`src/rtl/gstk_pkg.sv`:
```
package gstk_pkg;

    typedef enum logic [1:0] {
        OP_XORI = 2'b00,
        OP_AND  = 2'b01,
        OP_CLR  = 2'b10,
        OP_NOP  = 2'b11
    } gstk_op_e;

    typedef enum logic [2:0] {
        ST_IDLE,
        ST_F_MOVE,
        ST_F_COMP,
        ST_F_PUSH,
        ST_R_POP,
        ST_R_UNCOMP,
        ST_R_MOVE
    } gstk_state_e;

endpackage

```
`src/rtl/gstk_regfile.sv`:
```
module gstk_regfile #(
    parameter int DW   = 8,
    parameter int NREG = 4,
    localparam int AW  = $clog2(NREG)
) (
    input  logic          clk,
    input  logic          rst_n,
    input  logic          we,
    input  logic [AW-1:0] waddr,
    input  logic [DW-1:0] wdata,
    input  logic [AW-1:0] raddr_a,
    output logic [DW-1:0] rdata_a,
    input  logic [AW-1:0] raddr_b,
    output logic [DW-1:0] rdata_b,
    input  logic [AW-1:0] raddr_c,
    output logic [DW-1:0] rdata_c
);

    logic [DW-1:0] regs [NREG];

    for (genvar i = 0; i < NREG; i++) begin : g_reg
        always_ff @(posedge clk) begin
            if (!rst_n) begin
                regs[i] <= '0;
            end else if (we && waddr == AW'(i)) begin
                regs[i] <= wdata;
            end
        end

        // only the addressed register may change
        assert_only_target_R9: assert property (@(posedge clk) disable iff (!rst_n)
            !(we && waddr == AW'(i)) |=> $stable(regs[i]));
    end

    assign rdata_a = regs[raddr_a];
    assign rdata_b = regs[raddr_b];
    assign rdata_c = regs[raddr_c];

endmodule

```
`src/rtl/gstk_stack.sv`:
```
module gstk_stack #(
    parameter int DW    = 8,
    parameter int DEPTH = 16,
    localparam int PW   = $clog2(DEPTH + 1),
    localparam int IW   = $clog2(DEPTH)
) (
    input  logic          clk,
    input  logic          rst_n,
    input  logic          push,
    input  logic          pop,
    input  logic [DW-1:0] wdata,
    output logic [DW-1:0] top,
    output logic          full,
    output logic          empty
);

    logic [DW-1:0] mem [DEPTH];
    logic [PW-1:0] sp;
    logic [PW-1:0] sp_m1;

    assign sp_m1 = sp - PW'(1);
    assign full  = (sp == PW'(DEPTH));
    assign empty = (sp == '0);
    assign top   = empty ? '0 : mem[sp_m1[IW-1:0]];

    for (genvar i = 0; i < DEPTH; i++) begin : g_slot
        always_ff @(posedge clk) begin
            if (!rst_n) begin
                mem[i] <= '0;
            end else if (push && sp == PW'(i)) begin
                mem[i] <= wdata;
            end else if (pop && sp_m1 == PW'(i)) begin
                mem[i] <= '0;
            end
        end
    end

    always_ff @(posedge clk) begin
        if (!rst_n) begin
            sp <= '0;
        end else if (push && !full) begin
            sp <= sp + PW'(1);
        end else if (pop && !empty) begin
            sp <= sp_m1;
        end
    end

    assert_no_overflow_R3: assert property (@(posedge clk) disable iff (!rst_n)
        push |-> !full);

    assert_no_underflow_R7: assert property (@(posedge clk) disable iff (!rst_n)
        pop |-> !empty);

    assert_push_pop_excl_R6: assert property (@(posedge clk) disable iff (!rst_n)
        !(push && pop));

    assert_pop_step_R6: assert property (@(posedge clk) disable iff (!rst_n)
        pop |=> (sp == $past(sp) - PW'(1)));

endmodule

```
`src/rtl/gstk_ctrl.sv`:
```
module gstk_ctrl
    import gstk_pkg::*;
#(
    parameter int DW   = 8,
    parameter int NREG = 4,
    localparam int AW  = $clog2(NREG)
) (
    input  logic          clk,
    input  logic          rst_n,
    input  logic          start,
    input  logic          dir,
    input  logic [1:0]    op,
    input  logic [AW-1:0] ra,
    input  logic [AW-1:0] rb,
    input  logic [DW-1:0] imm,
    output logic [AW-1:0] rd_a_addr,
    output logic [AW-1:0] rd_b_addr,
    input  logic [DW-1:0] a_val,
    input  logic [DW-1:0] b_val,
    output logic          rf_we,
    output logic [AW-1:0] rf_waddr,
    output logic [DW-1:0] rf_wdata,
    input  logic          st_full,
    input  logic          st_empty,
    input  logic [DW-1:0] st_top,
    output logic          st_push,
    output logic          st_pop,
    output logic [DW-1:0] st_wdata,
    output logic          busy,
    output logic          done,
    output logic          overflow,
    output logic          underflow,
    output logic          mismatch
);

    gstk_state_e   state_q, state_d;
    gstk_op_e      op_q;
    logic [AW-1:0] ra_q, rb_q;
    logic [DW-1:0] temp;
    logic [DW-1:0] exp_a;
    logic          mism_q;
    logic          is_push_op;

    assign is_push_op = (op == OP_AND) || (op == OP_CLR);
    assign rd_a_addr  = (state_q == ST_IDLE) ? ra : ra_q;
    assign rd_b_addr  = (state_q == ST_IDLE) ? rb : rb_q;
    assign rf_waddr   = rd_a_addr;
    assign st_wdata   = temp;
    assign busy       = (state_q != ST_IDLE);
    assign exp_a      = (op_q == OP_AND) ? (temp & b_val) : '0;

    // state register
    always_ff @(posedge clk) begin
        if (!rst_n) state_q <= ST_IDLE;
        else        state_q <= state_d;
    end

    // next state and step strobes
    always_comb begin
        state_d  = state_q;
        rf_we    = 1'b0;
        rf_wdata = '0;
        st_push  = 1'b0;
        st_pop   = 1'b0;
        unique case (state_q)
            ST_IDLE: begin
                if (start) begin
                    if (op == OP_XORI) begin
                        rf_we    = 1'b1;
                        rf_wdata = a_val ^ imm;
                    end else if (is_push_op) begin
                        if (!dir && !st_full)      state_d = ST_F_MOVE;
                        else if (dir && !st_empty) state_d = ST_R_POP;
                    end
                end
            end
            ST_F_MOVE: begin
                rf_we   = 1'b1;
                state_d = ST_F_COMP;
            end
            ST_F_COMP: begin
                if (op_q == OP_AND) begin
                    rf_we    = 1'b1;
                    rf_wdata = temp & b_val;
                end
                state_d = ST_F_PUSH;
            end
            ST_F_PUSH: begin
                st_push = 1'b1;
                state_d = ST_IDLE;
            end
            ST_R_POP: begin
                st_pop  = 1'b1;
                state_d = ST_R_UNCOMP;
            end
            ST_R_UNCOMP: begin
                rf_we   = 1'b1;
                state_d = ST_R_MOVE;
            end
            ST_R_MOVE: begin
                rf_we    = 1'b1;
                rf_wdata = temp;
                state_d  = ST_IDLE;
            end
            default: state_d = ST_IDLE;
        endcase
    end

    // outputs, temporary and latched operands
    always_ff @(posedge clk) begin
        if (!rst_n) begin
            op_q      <= OP_NOP;
            ra_q      <= '0;
            rb_q      <= '0;
            temp      <= '0;
            mism_q    <= 1'b0;
            done      <= 1'b0;
            overflow  <= 1'b0;
            underflow <= 1'b0;
            mismatch  <= 1'b0;
        end else begin
            done      <= 1'b0;
            overflow  <= 1'b0;
            underflow <= 1'b0;
            mismatch  <= 1'b0;
            unique case (state_q)
                ST_IDLE: begin
                    if (start) begin
                        op_q <= gstk_op_e'(op);
                        ra_q <= ra;
                        rb_q <= rb;
                        if (!is_push_op) begin
                            done <= 1'b1;
                        end else if (!dir && st_full) begin
                            overflow <= 1'b1;
                            done     <= 1'b1;
                        end else if (dir && st_empty) begin
                            underflow <= 1'b1;
                            done      <= 1'b1;
                        end
                    end
                end
                ST_F_MOVE:   temp <= a_val;
                ST_F_COMP:   ;
                ST_F_PUSH: begin
                    temp <= '0;
                    done <= 1'b1;
                end
                ST_R_POP:    temp <= st_top;
                ST_R_UNCOMP: mism_q <= (a_val != exp_a);
                ST_R_MOVE: begin
                    temp     <= '0;
                    done     <= 1'b1;
                    mismatch <= mism_q;
                end
                default: ;
            endcase
        end
    end

    assert_temp_idle_zero_R9: assert property (@(posedge clk) disable iff (!rst_n)
        (state_q == ST_IDLE) |-> (temp == '0));

    assert_done_pulse_R4: assert property (@(posedge clk) disable iff (!rst_n)
        done |=> !done);

    assert_overflow_with_done_R3: assert property (@(posedge clk) disable iff (!rst_n)
        overflow |-> (done && st_full));

    assert_underflow_with_done_R7: assert property (@(posedge clk) disable iff (!rst_n)
        underflow |-> (done && st_empty));

    assert_mismatch_with_done_R8: assert property (@(posedge clk) disable iff (!rst_n)
        mismatch |-> done);

    assert_busy_holds_ops_R11: assert property (@(posedge clk) disable iff (!rst_n)
        (busy && state_d != ST_IDLE) |=> $stable(ra_q));

endmodule

```
`src/rtl/gstk_unit.sv`:
```
module gstk_unit #(
    parameter int DW    = 8,
    parameter int NREG  = 4,
    parameter int DEPTH = 16,
    localparam int AW   = $clog2(NREG)
) (
    input  logic          clk,
    input  logic          rst_n,
    input  logic          start,
    input  logic          dir,
    input  logic [1:0]    op,
    input  logic [AW-1:0] ra,
    input  logic [AW-1:0] rb,
    input  logic [DW-1:0] imm,
    input  logic [AW-1:0] rd_sel,
    output logic [DW-1:0] rd_data,
    output logic          busy,
    output logic          done,
    output logic          overflow,
    output logic          underflow,
    output logic          mismatch
);

    logic [AW-1:0] rd_a_addr, rd_b_addr, rf_waddr;
    logic [DW-1:0] a_val, b_val, rf_wdata, st_top, st_wdata;
    logic          rf_we, st_full, st_empty, st_push, st_pop;

    gstk_ctrl #(.DW(DW), .NREG(NREG)) u_ctrl (
        .clk       (clk),
        .rst_n     (rst_n),
        .start     (start),
        .dir       (dir),
        .op        (op),
        .ra        (ra),
        .rb        (rb),
        .imm       (imm),
        .rd_a_addr (rd_a_addr),
        .rd_b_addr (rd_b_addr),
        .a_val     (a_val),
        .b_val     (b_val),
        .rf_we     (rf_we),
        .rf_waddr  (rf_waddr),
        .rf_wdata  (rf_wdata),
        .st_full   (st_full),
        .st_empty  (st_empty),
        .st_top    (st_top),
        .st_push   (st_push),
        .st_pop    (st_pop),
        .st_wdata  (st_wdata),
        .busy      (busy),
        .done      (done),
        .overflow  (overflow),
        .underflow (underflow),
        .mismatch  (mismatch)
    );

    gstk_regfile #(.DW(DW), .NREG(NREG)) u_rf (
        .clk     (clk),
        .rst_n   (rst_n),
        .we      (rf_we),
        .waddr   (rf_waddr),
        .wdata   (rf_wdata),
        .raddr_a (rd_a_addr),
        .rdata_a (a_val),
        .raddr_b (rd_b_addr),
        .rdata_b (b_val),
        .raddr_c (rd_sel),
        .rdata_c (rd_data)
    );

    gstk_stack #(.DW(DW), .DEPTH(DEPTH)) u_stk (
        .clk   (clk),
        .rst_n (rst_n),
        .push  (st_push),
        .pop   (st_pop),
        .wdata (st_wdata),
        .top   (st_top),
        .full  (st_full),
        .empty (st_empty)
    );

endmodule

```
`config.mk`:
```
export PLATFORM = sky130hd
export DESIGN_NAME = gstk_unit
export DESIGN_NICKNAME = d
export VERILOG_FILES = /design/src/rtl/gstk_pkg.sv /design/src/rtl/gstk_regfile.sv /design/src/rtl/gstk_stack.sv /design/src/rtl/gstk_ctrl.sv /design/src/rtl/gstk_unit.sv
export SDC_FILE = /design/constraint.sdc
export NUM_CORES = 1
export LEC_CHECK = 0
export ABC_AREA = 1
export CORE_MARGIN = 2
export CORE_UTILIZATION = 45
export DETAILED_ROUTE_END_ITERATION = 6
export SLEW_MARGIN = 30
export SYNTH_ARGS = -nofsm -noshare
export SYNTH_HDL_FRONTEND = slang
export SYNTH_HIERARCHICAL = 1
export SYNTH_SLANG_ARGS = --single-unit
export TNS_END_PERCENT = 100
```
`constraint.sdc`:
```
create_clock -name clk -period 5.6 [get_ports clk]
set_clock_uncertainty 0.2 [all_clocks]
set_input_delay 1.4 -clock clk [delete_from_list [all_inputs] [get_ports clk]]
set_output_delay 1.4 -clock clk [all_outputs]
set_load 0.05 [all_outputs]
```
==> results.tsv <==
metric	value	unit
cts_sinks	187	
port_buffers	32	
worstSetupPathType	input port to output pin	
grt_overflow	0	
die-area	0.0242	mm²
drive_above_1_share	6.00	%
cp_cell_sequence	clkdlybuf4s50_1 > inv_1 > nand3_1 > nand2_1 > clkdlybuf4s50_1	
cpPeakStageDelay	0.80	ns
grt_first_pass_wirelength	44100	µm
cts_made_buffers	17	
setup_ws	0.687	ns
synth_cell_types	38	
cpMaxStageDelayCell	clkdlybuf4s50_1	
maxCapViolCount	0	
vias	8536	
async_reset_ff_share	0	%
clk_pin_slew	0.07	ns
irDropWorstVdd	0.000196	V
period_share	87.7	%
synth_area	0.0103	mm²
post_drt_wl_per_cell	17.5	µm
fin_tns_setup	0	ns
outcome	completed	
slew_violations	0	
clk_latency	0.43	ns
synth_seq_area_share	51.7	%
dpl_cell_area	0.0107	mm²
cts-root-buf	clkbuf_16	
p_per_area	310	mW/mm²
antenna_cells	0	
syn_nets	1330	
cts_tree	built	
fin_crit	4.91	ns
seqCellArea	0.00535	mm²
max_freq	204	MHz
via_per_inst	5.33	
grt_usage	23.8	%
drt_pass1_iterations	5	
synth_commonest_cells	nand2_1, nor2_1, nand3_1	
io_pins	33	
cp-end-kind	output pin	
gp_congestion	0.892	
slew_headroom	41.5	%
h-tree-depth	4	
power.total	3.50	mW
ys_ff_latch	187	
yosys.area.top_type	edfxtp_1	
nets	1331	
path_common_cell	clkdlybuf4s50_1	
worst_ep_arrival_time	3.31	ns
synth-main-ff-cell	edfxtp_1	
yosysMostFrequentCell	nand2_1	
p_leak	4.52	nW
synth_cells	1302	
hold_violations	0	
setup_viol	0	
wl	28000	µm
die_y	156	µm
rows	55	
synth_top_area_share	46.5	%
cts_resized	0	
drc_errors	0	
synth_edf_count	160	
rsz0062_at_grt	false	
ctsLongestPathBuffers	2	
holdBufCountCts	0	
coreArea	0.0226	mm²
fill_cells	2237	
synth_area_per_cell	7.93	µm²
grt_start_max_net_pins	72	
multi_input_area	0.00418	mm²
crit_required	4.00	ns
worst_pin_slew	0.877	ns
synthToLayoutAreaGrowth	9.40	%
grt_pass1_vias	8026	
synth-warning-count	6	
antenna_found_initial	0	
die_x	156	µm
place_ws	0.698	ns
critPathMaxFanout	9	
yosys-top-cells-area	edfxtp_1, nand2_1, nor2_1	
dp_hpwl	19000	µm
critPathLaunchType	input port	
antenna_left	0	
cts_setup_buffers	0	
fin_area	0.0113	mm²
hold_path_class	flip-flop to flip-flop	
start_util	45.8	%
drt_iter0_markers	708	
worst max-delay path, delay by kind of cell:
| kind | cells | cell delay (ns) |
|---|---|---|
| buf+inv | 3 | 1.69 |
| simple gates | 2 | 0.22 |
metal layers:
| layer | track usage [%] | wire length, µm |
|---|---|---|
| met3 | 2.76 | 1370 |
| met2 | 41.2 | 14000 |
| met4 | 7.78 | 665 |
| met5 | 0 | 0 |
| met1 | 31.3 | 12000 |
power by group:
| part | total (mW) | switching, mW | internal [mW] |
|---|---|---|---|
| registers | 1.61 | 0.0373 | 1.58 |
| logic | 0.730 | 0.541 | 0.190 |
| clock network | 1.16 | 0.552 | 0.606 |
path summary, 6_finish.rpt:
kind | startpoint | slack, ns | to | cells after the start
max | rd_sel[1] | 0.69 | rd_data[5] | 5
min | u_ctrl/mism_q | 0.25 | u_ctrl/mismatch | 2
max reg2reg | u_stk/sp[0] | 2.23 | u_ctrl/st_wdata[6] | 14
min reg2reg | u_ctrl/mism_q | 0.25 | u_ctrl/mismatch | 2
cell usage in the layout, fill, tap and decap left out, drive strengths merged:
cell and count:
a21oi 19, nand2 408, nand3b 2, clkdlybuf4s50 31, buf 12, ha 8
nand3 170, or2 2, edfxtp 160, xor2 10, clkbuf 19, clkinv 5
dfxtp 27, a22oi 1, nor2 245, nor3 6, clkinvlp 1, o2111ai 1
o211ai 9, xnor2 5, a31oi 8, inv 130, o21ai 33, nand4 4
flip-flops by register name, indices dropped and copies added, names as in the netlist, 2 cells and up:
register	cells
u_stk/sp	5
u_ctrl/rb_q	2
u_ctrl/ra_q	2
u_ctrl/st_wdata	8
u_stk/mem	128
u_ctrl/op_q	2
u_ctrl/state_q	3
u_rf/regs	32
stage by stage:
step | util (%) | cells | hold WS (ns)
after global routing | 50.1 | 1601 | 0.271
after global placement | 47.6 | 1569 | 0.245
after floorplan | - | 1302 | 0.212
final | 50.1 | 1601 | 0.245
after CTS | 50.1 | 1601 | 0.256
after detailed placement | 47.6 | 1569 | 0.244
area by class of cell:
| cell class | instances | share of cell area (%) |
|---|---|---|
| tap | 285 | 3.16 |
| multi-input combinational | 931 | 37.0 |
| clock inverter | 13 | 0.930 |
| sequential | 187 | 47.3 |
| clock buffer | 19 | 4.02 |
| timing repair buffer | 43 | 3.52 |
| inverter | 123 | 4.11 |
cells by family (layout without fill, tap and decap cells):
family                   count (synthesis)  in the layout  share of synthesized area [%]
AND/OR/NAND/NOR                        837            837                           34.0
flip-flops                             187            187                           51.7
buffers and inverters                  184            198                           7.86
AO/OA/AOI/OAI                           71             71                           3.89
XOR/XNOR                                15             15                           1.53
adder cells (fa/ha/maj)                  8              8                          0.969
Note: power is estimated with default switching activity, not from simulation.
